File: config.mk
export PLATFORM = sky130hd
export DESIGN_NAME = serdes_rst_seq
export DESIGN_NICKNAME = d
export VERILOG_FILES = /design/src/rtl/serdes_rst_pkg.sv /design/src/rtl/rsq_por_sync.sv /design/src/rtl/rsq_hw_qual.sv /design/src/rtl/rsq_regbank.sv /design/src/rtl/rsq_ready_timer.sv /design/src/rtl/serdes_rst_seq.sv
export SDC_FILE = /design/constraint.sdc
export NUM_CORES = 1
export LEC_CHECK = 0
export ABC_AREA = 1
export BUFFER_PORTS_ARGS = -buffer_cell sky130_fd_sc_hd__buf_4
export CAP_MARGIN = 20
export CORE_UTILIZATION = 58
export CTS_BUF_LIST = sky130_fd_sc_hd__clkbuf_4 sky130_fd_sc_hd__clkbuf_8
export CTS_CLUSTER_SIZE = 30
export DETAILED_ROUTE_END_ITERATION = 6
export GPL_TIMING_DRIVEN = 1
export PLACE_DENSITY = 0.79
export SKIP_LAST_GASP = 1
export SLEW_MARGIN = 10
export SYNTH_ARGS = -nofsm -noshare
export SYNTH_HDL_FRONTEND = slang
export SYNTH_SLANG_ARGS = --single-unit
File: constraint.sdc
create_clock -name clk -period 4.3 [get_ports clk]
set_input_delay 0.86 -clock clk [delete_from_list [all_inputs] [get_ports clk]]
set_output_delay 0.86 -clock clk [all_outputs]
set_load 0.005 [all_outputs]
File: src/rtl/serdes_rst_pkg.sv
package serdes_rst_pkg;
    localparam int unsigned RSQ_CHANNELS  = 4;
    localparam int unsigned RSQ_DELAY     = 300000;
    localparam int unsigned RSQ_DATA_W    = 8;
    localparam int unsigned RSQ_ADDR_W    = 3;
    localparam int unsigned RSQ_QUAD_ADDR = 4;
    localparam int unsigned RSQ_CH_BIT    = 2;
    localparam int unsigned RSQ_QUAD_BIT  = 0;

    function automatic int unsigned cnt_w(input int unsigned limit);
        return (limit < 1) ? 1 : $clog2(limit + 1);
    endfunction
endpackage

File: src/rtl/rsq_por_sync.sv
module rsq_por_sync (
    input  logic clk,
    input  logic arst_n,
    output logic rst_n_o
);
    typedef struct packed {
        logic s1;
        logic s2;
    } por_st_t;

    por_st_t st_d, st_q;

    always_comb begin
        st_d    = st_q;
        st_d.s1 = 1'b1;
        st_d.s2 = st_q.s1;
    end

    always_ff @(posedge clk or negedge arst_n) begin
        if (!arst_n) st_q <= '0;
        else         st_q <= st_d;
    end

    assign rst_n_o = st_q.s2;
endmodule

File: src/rtl/rsq_hw_qual.sv
module rsq_hw_qual (
    input  logic clk,
    input  logic rst_n,
    input  logic pin_n,
    output logic pin_sync,
    output logic hw_hold
);
    typedef struct packed {
        logic s1;
        logic s2;
        logic prev;
        logic hold;
    } hq_st_t;

    hq_st_t st_d, st_q;

    always_comb begin
        st_d      = st_q;
        st_d.s1   = pin_n;
        st_d.s2   = st_q.s1;
        st_d.prev = st_q.s2;
        // accept only two consecutive low samples
        st_d.hold = ~st_q.s2 & ~st_q.prev;
    end

    always_ff @(posedge clk or negedge rst_n) begin
        if (!rst_n) st_q <= '{s1: 1'b1, s2: 1'b1, prev: 1'b1, hold: 1'b0};
        else        st_q <= st_d;
    end

    assign pin_sync = st_q.s2;
    assign hw_hold  = st_q.hold;
endmodule

File: src/rtl/rsq_regbank.sv
module rsq_regbank #(
    parameter int unsigned N_CH      = 4,
    parameter int unsigned DW        = 8,
    parameter int unsigned AW        = 3,
    parameter int unsigned QUAD_ADDR = 4,
    parameter int unsigned CH_BIT    = 2,
    parameter int unsigned QUAD_BIT  = 0
) (
    input  logic            clk,
    input  logic            rst_n,
    input  logic            clr,
    input  logic            cfg_done,
    input  logic            wr_en,
    input  logic [AW-1:0]   wr_addr,
    input  logic [DW-1:0]   wr_data,
    input  logic [AW-1:0]   rd_addr,
    output logic [DW-1:0]   rd_data,
    output logic [N_CH-1:0] ch_srst,
    output logic            quad_srst
);
    typedef struct packed {
        logic [N_CH-1:0][DW-1:0] cfg;
        logic [DW-1:0]           quad;
        logic [DW-1:0]           rd;
    } rb_st_t;

    rb_st_t st_d, st_q;

    always_comb begin
        st_d = st_q;
        if (cfg_done && wr_en) begin
            for (int i = 0; i < N_CH; i++) begin
                if (wr_addr == AW'(i)) st_d.cfg[i] = wr_data;
            end
            if (wr_addr == AW'(QUAD_ADDR)) st_d.quad = wr_data;
        end
        st_d.rd = '0;
        if (cfg_done) begin
            for (int i = 0; i < N_CH; i++) begin
                if (rd_addr == AW'(i)) st_d.rd = st_q.cfg[i];
            end
            if (rd_addr == AW'(QUAD_ADDR)) st_d.rd = st_q.quad;
        end
        if (clr) st_d = '0;
    end

    always_ff @(posedge clk or negedge rst_n) begin
        if (!rst_n) st_q <= '0;
        else        st_q <= st_d;
    end

    generate
        for (genvar g = 0; g < N_CH; g++) begin : g_bit
            assign ch_srst[g] = st_q.cfg[g][CH_BIT];
        end
    endgenerate

    assign quad_srst = st_q.quad[QUAD_BIT];
    assign rd_data   = st_q.rd;
endmodule

File: src/rtl/rsq_ready_timer.sv
module rsq_ready_timer
    import serdes_rst_pkg::*;
#(
    parameter int unsigned DELAY_CYC = 300000
) (
    input  logic clk,
    input  logic rst_n,
    input  logic hold,
    output logic core_rst,
    output logic ready
);
    localparam int unsigned CW = cnt_w(DELAY_CYC);
    localparam logic [CW-1:0] LIMIT = CW'(DELAY_CYC);

    typedef struct packed {
        logic [CW-1:0] cnt;
        logic          rst;
        logic          rdy;
    } tm_st_t;

    tm_st_t st_d, st_q;

    always_comb begin
        st_d     = st_q;
        st_d.rst = hold;
        if (hold)                st_d.cnt = '0;
        else if (st_q.cnt != LIMIT) st_d.cnt = st_q.cnt + CW'(1);
        st_d.rdy = !hold && (st_d.cnt == LIMIT);
    end

    always_ff @(posedge clk or negedge rst_n) begin
        if (!rst_n) st_q <= '{cnt: '0, rst: 1'b1, rdy: 1'b0};
        else        st_q <= st_d;
    end

    assign core_rst = st_q.rst;
    assign ready    = st_q.rdy;
endmodule

File: src/rtl/serdes_rst_seq.sv
module serdes_rst_seq
    import serdes_rst_pkg::*;
#(
    parameter int unsigned N_CH      = RSQ_CHANNELS,
    parameter int unsigned DELAY_CYC = RSQ_DELAY,
    parameter int unsigned DW        = RSQ_DATA_W,
    parameter int unsigned AW        = RSQ_ADDR_W,
    parameter int unsigned QUAD_ADDR = RSQ_QUAD_ADDR,
    parameter int unsigned CH_BIT    = RSQ_CH_BIT,
    parameter int unsigned QUAD_BIT  = RSQ_QUAD_BIT
) (
    input  logic            clk,
    input  logic            pwr_ok,
    input  logic            hw_rst_n,
    input  logic            cfg_done,
    input  logic            wr_en,
    input  logic [AW-1:0]   wr_addr,
    input  logic [DW-1:0]   wr_data,
    input  logic [AW-1:0]   rd_addr,
    output logic [DW-1:0]   rd_data,
    output logic            reg_rst,
    output logic [N_CH-1:0] core_rst,
    output logic [N_CH-1:0] chan_ready
);
    typedef struct packed {
        logic reg_rst;
    } top_st_t;

    logic            rst_n_int;
    logic            hw_sync;
    logic            hw_hold;
    logic [N_CH-1:0] ch_srst;
    logic            quad_srst;
    top_st_t         st_d, st_q;

    rsq_por_sync u_por (
        .clk     (clk),
        .arst_n  (pwr_ok),
        .rst_n_o (rst_n_int)
    );

    rsq_hw_qual u_hw (
        .clk      (clk),
        .rst_n    (rst_n_int),
        .pin_n    (hw_rst_n),
        .pin_sync (hw_sync),
        .hw_hold  (hw_hold)
    );

    rsq_regbank #(
        .N_CH(N_CH), .DW(DW), .AW(AW), .QUAD_ADDR(QUAD_ADDR),
        .CH_BIT(CH_BIT), .QUAD_BIT(QUAD_BIT)
    ) u_regs (
        .clk       (clk),
        .rst_n     (rst_n_int),
        .clr       (hw_hold),
        .cfg_done  (cfg_done),
        .wr_en     (wr_en),
        .wr_addr   (wr_addr),
        .wr_data   (wr_data),
        .rd_addr   (rd_addr),
        .rd_data   (rd_data),
        .ch_srst   (ch_srst),
        .quad_srst (quad_srst)
    );

    generate
        for (genvar g = 0; g < N_CH; g++) begin : g_ch
            rsq_ready_timer #(.DELAY_CYC(DELAY_CYC)) u_tmr (
                .clk      (clk),
                .rst_n    (rst_n_int),
                .hold     (hw_hold | ch_srst[g] | quad_srst),
                .core_rst (core_rst[g]),
                .ready    (chan_ready[g])
            );
        end
    endgenerate

    always_comb begin
        st_d         = st_q;
        st_d.reg_rst = hw_hold;
    end

    always_ff @(posedge clk or negedge rst_n_int) begin
        if (!rst_n_int) st_q <= '{reg_rst: 1'b1};
        else            st_q <= st_d;
    end

    assign reg_rst = st_q.reg_rst;
endmodule

==> results of run 1 <==
-- placed cells by master, fill, tap and decap left out, types with 2 or more instances in the layout --
cell / Yosys / final
a21oi_1: 10 / 10
dfrtp_1: 131 / 130
nor2_4: 6 / 6
nand4_1: 26 / 26
inv_2: 3 / 3
a311oi_1: 8 / 8
inv_1: 154 / 154
clkbuf_8: 0 / 19
clkinvlp_4: 0 / 2
nand3_2: 4 / 4
xnor2_1: 2 / 2
mux2_2: 30 / 30
clkinv_4: 0 / 4
inv_6: 0 / 2
o21ai_1: 4 / 4
nor2_2: 10 / 10
buf_4: 16 / 37
nand2_2: 7 / 7
nor2_1: 151 / 151
nand2_1: 234 / 234
clkbuf_4: 0 / 2
nor3_1: 17 / 17
o21bai_1: 5 / 5
ha_1: 8 / 8
xor2_1: 20 / 20
nand3_1: 86 / 86
o21ai_0: 29 / 29
dfstp_2: 8 / 8
nand3b_1: 5 / 5
-- flip-flops by register name, indices dropped and copies added (netlist names) --
register	flops
g_ch.u_tmr.st_q	76
u_regs.st_q	35
u_regs.rd_data	8
g_ch.u_tmr.core_rst	4
g_ch.u_tmr.ready	4
u_regs.ch_srst	4
reg_rst	1
u_hw.hw_hold	1
u_hw.pin_sync	1
u_hw.st_d	1
u_hw.st_q	1
u_por.rst_n_o	1
u_por.st_d	1
u_regs.quad_srst	1
-- power groups by stage --
| stage | clock [W] | combinational (W) | sequential (W) |
|---|---|---|---|
| 3_5_place_dp | 0 | 0.000301 | 0.00150 |
| 3_3_place_gp | 0 | 0.000291 | 0.00149 |
| 2_1_floorplan | 0 | 0.000225 | 0.00148 |
| 4_1_cts | 0.00106 | 0.000304 | 0.00147 |
| 6_report | 0.00104 | 0.000303 | 0.00147 |
| 5_1_grt | 0.00112 | 0.000341 | 0.00148 |
-- worst max-delay path, delay by kind of cell, from the launching register on --
kind            cells  cell delay (ps)
simple gates        7             1000
flops               1              560
buf+inv             2              410
compound gates      1              210
-- metal layers --
layer / global-route usage (%) / wire length (um) / part of all wire [%] / vias to the layer above
li1: - / - / - / 3192
met1: 36.9 / 7910 / 48 / 2954
met2: 41.2 / 7380 / 45 / 192
met3: 7.05 / 971 / 5.9 / 23
met4: 8.35 / 274 / 1.7 / 0
met5: 0 / 0 / 0 / -
-- through the flow --
step / setup slack (ps) / utilization [%]
2_1_floorplan: 154 / -
3_5_place_dp: 1790 / 62.7
4_1_cts: 2050 / 65.7
3_3_place_gp: 1870 / 62.7
6_report: 2010 / 65.7
5_1_grt: 1790 / 65.7
-- how the worst max path moves through the flow --
stage / endpoint / slack, ps
after floorplan: g_ch[0].u_tmr.ready / 150
after global placement: u_regs.rd_data[7] / 1870
after detailed placement: u_regs.rd_data[4] / 1790
after CTS: g_ch[3].u_tmr.ready / 2050
after global routing: g_ch[3].u_tmr.ready / 1790
final: g_ch[3].u_tmr.ready / 2010
-- area by class of cell --
type | instances | area, um^2 | share of cell area (%)
tap | 172 | 215 | 2.56
inverter | 158 | 593 | 7.06
sequential | 139 | 3490 | 41.6
clock buffer | 21 | 277 | 3.29
multi-input combinational | 672 | 3430 | 40.8
timing repair buffer | 37 | 278 | 3.31
clock inverter | 11 | 114 | 1.36
-- logic make-up after synthesis --
family / synth area share [%]
other: 0.0488
DFF: 45.4
buffers and inverters: 9.95
and+or+nand+nor: 31.3
AOI/OAI and AO/OA: 5.07
adders and majority gates: 1.30
muxes: 4.40
xor gates and xnor gates: 2.51
==> metrics.log, run 1 <==
[metrics] CTS Hold Bufs: 0
[metrics] fraction of registers with async set/reset: 100%
[metrics] Leak Pwr: 4.19 nW
[metrics] Critical Path Start: u_hw.hw_hold
[metrics] final sum of negative setup slack: 0 ps
[metrics] power per cell area: 335 nW/um^2
[metrics] cells traversed along the worst timing path: nor2_4 -> inv_2 -> nor2_2 -> inv_1 -> a21oi_1 -> nand3_1 -> nand2_1 -> nor2_1 -> nand3_1 -> nor2_1
[metrics] top cell type by total area after synthesis: dfrtp_1
[metrics] die area: 13700 um^2
[metrics] Gates resized, CTS repair: 0
[metrics] distinct cell type count of the synthesized netlist: 38
[metrics] root buffer cell: clkbuf_8
[metrics] share of the clock period used by the worst path: 53.3%
[metrics] buffers inserted during post-CTS setup optimization: 0
[metrics] number of I/O port buffers: 35
[metrics] count of final max-slew check failures: 0
[metrics] final cell count without fillers: 1210
[metrics] remaining antenna violation count after routing: 0
[metrics] average footprint of a synthesized cell: 7.73 um^2
[metrics] largest voltage drop on the vdd net: 0.412 mV
[metrics] Top FF cell, synth: dfrtp_1
[metrics] number of vias in the routed layout: 6361
[metrics] largest buffer count on any clock path: 2
[metrics] part of the power in combinational logic: 10.8%
[metrics] PnR Total Power: 0.00281 W
[metrics] Detail Placement HPWL: 11.8 mm
[metrics] type of origin of the critical path: flop
[metrics] largest driver fanout on the critical path: 14
[metrics] area of the core: 12800 um^2
[metrics] TritonCTS buffer count: 17
[metrics] internal reg-to-reg setup slack: 2010 ps
[metrics] slowest stage cell on the critical path: dfrtp_1
[metrics] share of power burned in registers: 52.4%
[metrics] mapped cell area: 7680 um^2
[metrics] final setup violation count: 0
[metrics] Fmax: 436 MHz
[metrics] maxcap violations: 0
[metrics] most frequent cell after synthesis: nand2_1
[metrics] clock group share of total power: 36.8%
[metrics] number of placed cells counting well taps: 1178
[metrics] WL final: 16.5 mm
[metrics] result of the run: completed
[metrics] Mapped Nets: 1021
[metrics] antenna cell count: 0
[metrics] unrepaired setup endpoints after global routing: false
[metrics] Hold Worst Slack: 176 ps
[metrics] Int Power: 0.00203 W
[metrics] number of core rows: 41
[metrics] net load switching power: 0.000781 W
[metrics] count of flip-flops with a built-in enable after synthesis: 0
[metrics] worst skew pair latency: 450 ps
[metrics] shortest clock period the worst path allows after layout: 2290 ps
[metrics] initial antenna violation count: 0
[metrics] critical path required time: 4650 ps
[metrics] count of TritonRoute iterations in the first routing pass: 5
[metrics] vertical die dimension: 117 um
[metrics] growth of design area from synthesis to finish: 9.32%
[metrics] final routed DRC violation total: 0
[metrics] Crit Reg-Reg Endpoint: g_ch[3].u_tmr.ready
[metrics] placed cell area: 8010 um^2
[metrics] number of synthesized register bits: 139
[metrics] CTS tree: done
[metrics] max incr delay on CP: 560 ps
[metrics] net count reported at finish: 1052
[metrics] Hold WC Path Type: in2async
[metrics] share of Yosys cell area claimed by the top area cell type: 42.7%
[metrics] Final Wtd Congestion: 0.904
[metrics] Worst R2R Start: u_hw.hw_hold
[metrics] remaining global-route overflow: 0
[metrics] synthesis warning total: 0
[metrics] Tot GR Track Use: 26.7%
[metrics] Synth top cells by count: 234 x nand2_1, 154 x inv_1, 151 x nor2_1
[metrics] Sw Ratio: 27.8%
[metrics] first-pass GRT wire length: 27.8 mm
[metrics] ratio of cells with drive above 1 in the final layout: 13.7%
[metrics] clock transition time at the flip-flop clock pins of the worst setup and hold paths: 80 ps
[metrics] Max-Slew Margin vs Limit: 23.8%
[metrics] Final Instance Area: 8400 um^2
[metrics] wire length per cell after detailed routing: 13.7 um
[metrics] Horiz. Die Dim: 117 um
[metrics] Post-Route Skew: 14.7 ps
[metrics] number of I/O pins: 36
[metrics] Starting Density: 60.1%
[metrics] vias in the first global route: 6015
[metrics] TritonCTS sink count: 139
[metrics] via-per-instance ratio: 5.26
[metrics] type of destination of the critical path: flop
[metrics] slew of the pin with the lowest slew margin: 1130 ps
[metrics] initial drt markers: 471
[metrics] class of the most critical setup path: reg2reg
[metrics] maximum level of the CTS H-tree: 4
[metrics] most area-consuming cells after synthesis: dfrtp_1 43%, nand2_1 11%, inv_1 7.5%, nor2_1 7.4%, nand3_1 5.6%
[metrics] depth of the worst register-to-register path: 10
[metrics] hold violation total from the final report: 0
[metrics] number of fill cells: 1095
[metrics] register area share after synthesis: 45.4%
[metrics] data arrival time of the critical path: 2640 ps
[metrics] maximum number of pins on one net before global-route repair: 71
[metrics] Mapped Cells: 994
Note: power is estimated with default switching activity, not from simulation.
==> run 2, diff against run 1 <==
==> constraint.sdc (replaced) <==
create_clock -name clk -period 2.1 [get_ports clk]
set_input_delay 0.42 -clock clk [delete_from_list [all_inputs] [get_ports clk]]
set_output_delay 0.42 -clock clk [all_outputs]
set_load 0.005 [all_outputs]
==> run 2 against run 1 <==
Effect of this change: global-route usage rose by 0.94 points; power rose by 110%; wire length rose by 3.0%; final area rose by 1.9%; register-to-register slack got worse by 1800 ps; worst hold slack got worse by 100 ps; critical path type unchanged; largest power group unchanged.
==> metrics.log, run 2 (synthesis gave the netlist of run 1 again) <==
[metrics] maximum level of the CTS H-tree: 4 (unchanged)
[metrics] shortest clock period the worst path allows after layout: 1880 ps (-409 ps)
[metrics] worst skew pair latency: 450 ps (about the same)
[metrics] vertical die dimension: 117 um (unchanged)
[metrics] largest buffer count on any clock path: 2 (unchanged)
[metrics] antenna cell count: 0 (unchanged)
[metrics] clock group share of total power: 37.5% (+0.7 points)
[metrics] growth of design area from synthesis to finish: 11.4%
[metrics] buffers inserted during post-CTS setup optimization: 0 (unchanged)
[metrics] result of the run: completed
[metrics] area of the core: 12800 um^2 (unchanged)
[metrics] maximum number of pins on one net before global-route repair: 38 (-46%)
[metrics] TritonCTS sink count: 139 (unchanged)
[metrics] hold violation total from the final report: 0 (unchanged)
[metrics] clock transition time at the flip-flop clock pins of the worst setup and hold paths: 80 ps (about the same)
[metrics] largest driver fanout on the critical path: 4 (-10)
[metrics] number of flip-flops under the largest register name: 76 (unchanged)
[metrics] critical path required time: 2480 ps (-2170 ps)
[metrics] power per cell area: 688 nW/um^2 (+110%)
[metrics] depth of the worst register-to-register path: 11 (+1)
[metrics] data arrival time of the critical path: 2260 ps (-380 ps)
[metrics] number of I/O pins: 36 (unchanged)
[metrics] Hold Worst Slack: 74.0 ps (-102 ps)
[metrics] Int Power: 0.00429 W (+110%)
[metrics] first-pass GRT wire length: 28.7 mm (+3.4%)
[metrics] Tot GR Track Use: 27.6% (+0.94 points)
[metrics] number of fill cells: 1076 (-1.7%)
[metrics] Critical Path Start: g_ch[2].u_tmr.st_q[2]
[metrics] commonest cells after routing, fill and taps aside: 234 x nand2_1, 154 x inv_1, 150 x nor2_1
[metrics] CTS tree: done
[metrics] number of vias in the routed layout: 6516 (+2.4%)
[metrics] sequential cell area in the final layout: 3490 um^2 (unchanged)
[metrics] vias in the first global route: 6089 (+1.2%)
[metrics] final sum of negative setup slack: 0 ps (unchanged)
[metrics] remaining antenna violation count after routing: 0 (unchanged)
[metrics] ratio of cells with drive above 1 in the final layout: 14.8% (+1.1 points)
[metrics] remaining global-route overflow: 0 (unchanged)
[metrics] Hold WC Path Type: in2reg
[metrics] Sw Ratio: 27.1% (-0.67 points)
[metrics] end of the critical path: g_ch[2].u_tmr.ready
[metrics] pre-CTS WS: 140 ps (-1650 ps)
[metrics] maxcap violations: 0 (unchanged)
[metrics] type of destination of the critical path: flop
[metrics] WL final: 17.0 mm (+3.0%)
[metrics] Starting Density: 60.1% (unchanged)
[metrics] Leak Pwr: 4.27 nW (+2.1%)
[metrics] internal reg-to-reg setup slack: 220 ps (-1790 ps)
[metrics] Crit Reg-Reg Endpoint: g_ch[2].u_tmr.ready
[metrics] largest reg by FF count: g_ch.u_tmr.st_q
[metrics] class of the most critical setup path: reg2reg
[metrics] Horiz. Die Dim: 117 um (unchanged)
[metrics] part of the power in combinational logic: 11.6% (+0.8 points)
[metrics] initial antenna violation count: 0 (unchanged)
[metrics] root buffer cell: clkbuf_8
[metrics] final setup margin: 217 ps (-1790 ps)
[metrics] most common library cell in the layout ignoring fill and taps: nand2_1
[metrics] multi-input logic area: 3440 um^2 (+0.22%)
[metrics] share of power burned in registers: 50.9% (-1.5 points)
[metrics] slew of the pin with the lowest slew margin: 634 ps (-501 ps)
[metrics] Worst R2R Start: g_ch[2].u_tmr.st_q[2]
[metrics] Final Wtd Congestion: 0.926 (+2.4%)
[metrics] via-per-instance ratio: 5.32 (+1.3%)
[metrics] wire length per cell after detailed routing: 13.9 um (+1.9%)
[metrics] Max-Slew Margin vs Limit: 57.6% (+34 points)
[metrics] Post-Route Skew: 11.4 ps (-3.25 ps)
[metrics] number of I/O port buffers: 35 (unchanged)
[metrics] net count reported at finish: 1066 (+1.3%)
[metrics] share of the clock period used by the worst path: 89.7% (+36 points)
[metrics] final routed DRC violation total: 0 (unchanged)
[metrics] initial drt markers: 539 (+14%)
[metrics] count of TritonRoute iterations in the first routing pass: 6 (+1)
[metrics] PnR Total Power: 0.00588 W (+110%)
[metrics] unrepaired setup endpoints after global routing: false
[metrics] number of core rows: 41 (unchanged)
[metrics] largest voltage drop on the vdd net: 0.614 mV (+49%)
[metrics] net load switching power: 0.00159 W (+100%)
[metrics] die area: 13700 um^2 (unchanged)
[metrics] Fmax: 531 MHz (+22%)
[metrics] type of origin of the critical path: flop
[metrics] Detail Placement HPWL: 12.7 mm (+7.0%)
[metrics] final setup violation count: 0 (unchanged)
[metrics] TritonCTS buffer count: 17 (unchanged)
[metrics] post-layout utilization of the core: 67.0% (+1.2 points)
[metrics] count of final max-slew check failures: 0 (unchanged)
## run 2: final cells by class
cell class / instances / area share (%)
sequential: 139 / 40.8
tap: 172 / 2.52
timing repair buffer: 51 / 4.80
inverter: 158 / 6.93
clock buffer: 20 / 3.15
clock inverter: 12 / 1.61
multi-input combinational: 672 / 40.2
## run 2: worst min path at each step
stage | from | end | slack (ps) | cells past startpoint
2_1_floorplan | pwr_ok | u_por.st_d[0] | 120 | 0
3_3_place_gp | pwr_ok | u_por.st_d[0] | 200 | 1
3_5_place_dp | pwr_ok | u_por.rst_n_o | 200 | 1
4_1_cts | hw_rst_n | u_hw.st_d[2] | 50 | 1
5_1_grt | hw_rst_n | u_hw.st_d[2] | 30 | 1
6_report | hw_rst_n | u_hw.st_d[2] | 70 | 1
## run 2: layer usage
metal	part of all wire (%)	global-route usage [%]	vias up
met5	0	0	-
met4	0.96	8.10	0
met3	6.2	6.64	14
met2	47	43.7	227
met1	46	38.0	3043
li1	-	-	3232
## run 2: timing repair
action,4_1_cts,5_1_grt
endpoints found under the setup margin,0,1
endpoints found under the hold margin,2,0
hold buffers,1,0
gates resized for setup,0,2
## run 2: worst max-delay path: stages, from the launching register on
cell and delay, ps:
dfrtp_1 420, ha_1 270, nand2_1 130, nor2_4 150, nand2_1 100, nor2_1 160
xor2_1 80, nand2_1 80, nand2_1 50, nor2_1 140, nand3_1 110, nor2_1 110
## run 2: power by group through the flow
stage                     logic (W)  registers [W]  clock network (W)
final                      0.000685        0.00299            0.00221
after global routing       0.000771        0.00301            0.00236
after CTS                  0.000689        0.00299            0.00225
after detailed placement   0.000680        0.00304                  0
after global placement     0.000656        0.00303                  0
after floorplan            0.000461        0.00303                  0
## run 2: metrics by stage
stage,area (um^2),std cells
after detailed placement,8130,1191
final,8550,1224
after floorplan,7680,994
after global routing,8550,1224
after global placement,8130,1191
after CTS,8550,1224
==> run 3, diff against run 2 <==
--- a/config.mk
+++ b/config.mk
@@ -5,7 +5,6 @@
 export SDC_FILE = /design/constraint.sdc
 export NUM_CORES = 1
 export LEC_CHECK = 0
-export ABC_AREA = 1
 export BUFFER_PORTS_ARGS = -buffer_cell sky130_fd_sc_hd__buf_4
 export CAP_MARGIN = 20
 export CORE_UTILIZATION = 58
@@ -19,3 +18,4 @@
 export SYNTH_ARGS = -nofsm -noshare
 export SYNTH_HDL_FRONTEND = slang
 export SYNTH_SLANG_ARGS = --single-unit
+export TNS_END_PERCENT = 30
==> run 3 against run 2 <==
Effect of this change: the flow now finishes with violations (setup timing); die area decreased by 4.2%; power increased by 16%; non-clock buffer count increased by 62; flip-flop and latch count unchanged; combinational power increased by 62%; clock power increased by 20%; final area increased by 3.1%; synthesized cell count decreased by 25%; register-to-register slack got worse by 320 ps; worst hold slack got worse by 2.2 ps; critical path type unchanged.
==> metrics.log, run 3 <==
[metrics] kind of cell adding the most delay to the critical path: simple AND/OR/NAND/NOR gates
[metrics] root buffer cell: clkbuf_8
[metrics] TritonCTS sink count: 139 (unchanged)
[metrics] Final Wtd Congestion: 0.923 (-0.31%)
[metrics] Final Instance Area: 8820 um^2 (+3.1%)
[metrics] initial drt markers: 443 (-18%)
[metrics] initial antenna violation count: 0 (unchanged)
[metrics] data arrival time of the critical path: 2550 ps (+290 ps)
[metrics] post-layout utilization of the core: 72.5% (+5.5 points)
[metrics] register area share after synthesis: 47.5% (+2.0 points)
[metrics] final setup violation count: 2 (+2)
[metrics] number of placed cells counting well taps: 978 (-18%)
[metrics] first-pass GRT wire length: 28.1 mm (-2.3%)
[metrics] average footprint of a synthesized cell: 9.83 um^2 (+27%)
[metrics] Max-Slew Margin vs Limit: 57.5% (-0.16 points)
[metrics] placed cell area: 8150 um^2 (+0.23%)
[metrics] growth of design area from synthesis to finish: 20.0%
[metrics] vertical die dimension: 115 um (-2.1%)
[metrics] Tot GR Track Use: 27.7% (+0.096 points)
[metrics] type of origin of the critical path: flop
[metrics] count of final max-slew check failures: 0 (unchanged)
[metrics] shortest clock period the worst path allows after layout: 2200 ps (+316 ps)
[metrics] number of vias in the routed layout: 5906 (-9.4%)
[metrics] number of I/O port buffers: 35 (unchanged)
[metrics] met2 capacity usage during global routing: 44.4% (+0.78 points)
[metrics] most common library cell in the layout ignoring fill and taps: nor2_1
[metrics] remaining antenna violation count after routing: 0 (unchanged)
[metrics] final setup margin: -98.8 ps (-316 ps)
[metrics] largest driver fanout on the critical path: 7 (+3)
[metrics] antenna cell count: 0 (unchanged)
[metrics] pre-CTS WS: -50.5 ps (-191 ps)
[metrics] count of TritonRoute iterations in the first routing pass: 7 (+1)
[metrics] WL final: 16.8 mm (-1.2%)
[metrics] met3 usage: 6.19% (-0.45 points)
[metrics] maxcap violations: 0 (unchanged)
[metrics] remaining global-route overflow: 0 (unchanged)
[metrics] number of synthesized register bits: 139 (unchanged)
[metrics] maximum level of the CTS H-tree: 4 (unchanged)
[metrics] hold violation total from the final report: 0 (unchanged)
[metrics] class of the most critical setup path: reg2reg
[metrics] distinct cell type count of the synthesized netlist: 67 (+76%)
[metrics] most frequent cell after synthesis: dfrtp_1
[metrics] largest voltage drop on the vdd net: 0.674 mV (+9.7%)
[metrics] critical path required time: 2450 ps (-30 ps)
[metrics] Mapped Nets: 775 (-24%)
[metrics] number of I/O pins: 36 (unchanged)
[metrics] worst skew pair latency: 460 ps (about the same)
[metrics] Mapped Cells: 748 (-25%)
[metrics] largest reg by FF count: g_ch.u_tmr.st_q
[metrics] Hold Worst Slack: 71.7 ps (-2.25 ps)
[metrics] share of the clock period used by the worst path: 105% (+15 points)
[metrics] vias in the first global route: 5881 (-3.4%)
[metrics] Top FF cell, synth: dfrtp_1
[metrics] slew of the pin with the lowest slew margin: 636 ps (+2.71 ps)
[metrics] mapped cell area: 7350 um^2 (-4.3%)
[metrics] Hold WC Path Type: in2reg
[metrics] failing checks: setup timing
[metrics] Starting Density: 60.4% (+0.31 points)
[metrics] gr busiest metal: met2
[metrics] Horiz. Die Dim: 115 um (-2.1%)
[metrics] type of destination of the critical path: flop
[metrics] TritonCTS buffer count: 17 (unchanged)
[metrics] share of Yosys cell area claimed by the top area cell type: 44.6% (+1.9 points)
[metrics] Synth top cells by count: 131 x dfrtp_1, 126 x nor2_1, 48 x nand2_1
[metrics] met1 usage in global routing: 37.8% (-0.14 points)
[metrics] number of flip-flops under the largest register name: 76 (unchanged)
[metrics] clock transition time at the flip-flop clock pins of the worst setup and hold paths: 80 ps (about the same)
[metrics] slowest stage cell on the critical path: dfrtp_2
[metrics] die area: 13100 um^2 (-4.2%)
[metrics] Fmax: 455 MHz (-14%)
[metrics] area of the core: 12200 um^2 (-4.8%)
[metrics] ratio of cells with drive above 1 in the final layout: 24.3% (+9.5 points)
[metrics] power per cell area: 773 nW/um^2 (+12%)
[metrics] maximum number of pins on one net before global-route repair: 52 (+37%)
[metrics] fraction of registers with async set/reset: 100% (unchanged)
[metrics] most area-consuming cells after synthesis: dfrtp_1 45%, nor2_1 6.4%, mux2i_1 4.9%, xnor2_1 4.6%, dfstp_2 2.9%
[metrics] count of flip-flops with a built-in enable after synthesis: 0 (unchanged)
[metrics] synthesis warning total: 0 (unchanged)
[metrics] net count reported at finish: 862 (-19%)
[metrics] total buffers and inverters traversed by the critical path: 1 (+1)
[metrics] Detail Placement HPWL: 11.6 mm (-8.1%)
[metrics] cells traversed along the worst timing path: inv_2 -> ha_4 -> nor4b_4 -> nand4b_1 -> nor4_4 -> mux2i_1 -> a211o_1 -> nor4_2
[metrics] Post-Route Skew: 16.9 ps (+5.47 ps)
[metrics] CTS tree: done
[metrics] max incr delay on CP: 470 ps (+50 ps)
[metrics] final cell count without fillers: 1016 (-17%)
[metrics] largest buffer count on any clock path: 2 (unchanged)
[metrics] via-per-instance ratio: 5.81 (+9.2%)
[metrics] top cell type by total area after synthesis: dfrtp_1
[metrics] result of the run: complete, but fails checks
[metrics] number of core rows: 40 (-2.4%)
[metrics] commonest cells after routing, fill and taps aside: 125 x nor2_1, 123 x dfrtp_1, 110 x buf_4
[metrics] final routed DRC violation total: 0 (unchanged)
[metrics] unrepaired setup endpoints after global routing: true
[metrics] wire length per cell after detailed routing: 16.6 um (+19%)
[metrics] Leak Pwr: 3.99 nW (-6.7%)
-- run 3: cell count changes after synthesis, moves of 25 or more --
cell / delta
mux2_2: -28
nor2_1: -25
xnor2_1: +37
mux2i_1: +36
inv_1: -130
nand2_1: -186
nand3_1: -49
-- run 3: per-stage QoR --
stage	power (W)	setup TNS, ps
floorplan	0.00369	-47.4
global placement	0.00402	0
detailed placement	0.00408	-79.6
CTS	0.00678	-9.18
global route	0.00711	-640
finish	0.00682	-115
-- run 3: timing repair --
item / CTS / global route
endpoints found under the hold margin: 2 / 0
endpoints found under the setup margin: 2 / 4
buffers inserted: 1 / 4
gates resized for setup: 15 / 14
hold buffers: 1 / 0
pin swaps: 3 / 5
-- run 3: layer usage --
metal | share of wire [%] | vias to the layer above
met5 | 0 | -
met4 | 1.3 | 0
met3 | 5.3 | 30
met2 | 50 | 178
met1 | 44 | 2905
li1 | - | 2793
-- run 3: worst reg2reg max path, stage by stage, from the launching register on --
cell and delay (ps):
dfrtp_2 470, inv_2 90, ha_4 120, nor4b_4 170, nand4b_1 180, nor4_4 370, mux2i_1 130, a211o_1 310
nor4_2 270
-- run 3: cell families after synthesis --
family | Yosys count | share of synthesized area (%)
AO/OA/AOI/OAI | 85 | 7.30
flip-flops | 139 | 47.5
XOR/XNOR | 63 | 7.51
buffers and inverters | 72 | 4.80
other | 1 | 0.0510
multiplexers | 46 | 7.66
AND/OR/NAND/NOR | 334 | 23.9
adder cells (fa/ha/maj) | 8 | 1.36
-- run 3: worst paths after layout --
kind / depth (start not counted) / slack [ps] / endpoint / startpoint
max in group asynchronous: 1 / 1040 / g_ch[3].u_tmr.core_rst / u_por.rst_n_o
min: 1 / 70 / u_hw.st_d[2] / hw_rst_n
min reg2reg: 0 / 340 / u_regs.st_q[43] / u_por.rst_n_o
max: 8 / -100 / g_ch[1].u_tmr.ready / g_ch[1].u_tmr.st_q[3]
min in group asynchronous: 2 / 280 / u_por.rst_n_o / pwr_ok
max reg2reg: 8 / -100 / g_ch[1].u_tmr.ready / g_ch[1].u_tmr.st_q[3]
-- run 3: report_power, final --
| group | total [W] | internal [W] | switching, W |
|---|---|---|---|
| sequential | 0.00304 | 0.00284 | 0.000208 |
| combinational | 0.00111 | 0.000519 | 0.000590 |
| clock | 0.00266 | 0.00156 | 0.00111 |
-- run 3: layout make-up --
cell class	count	area, um^2
inverters	27	101
repair buffers	113	876
fillers	876	3340
multi-input cells	537	3640
clock buffers	17	234
clock inverters	15	258
flip-flops and latches	139	3500
well taps	168	210
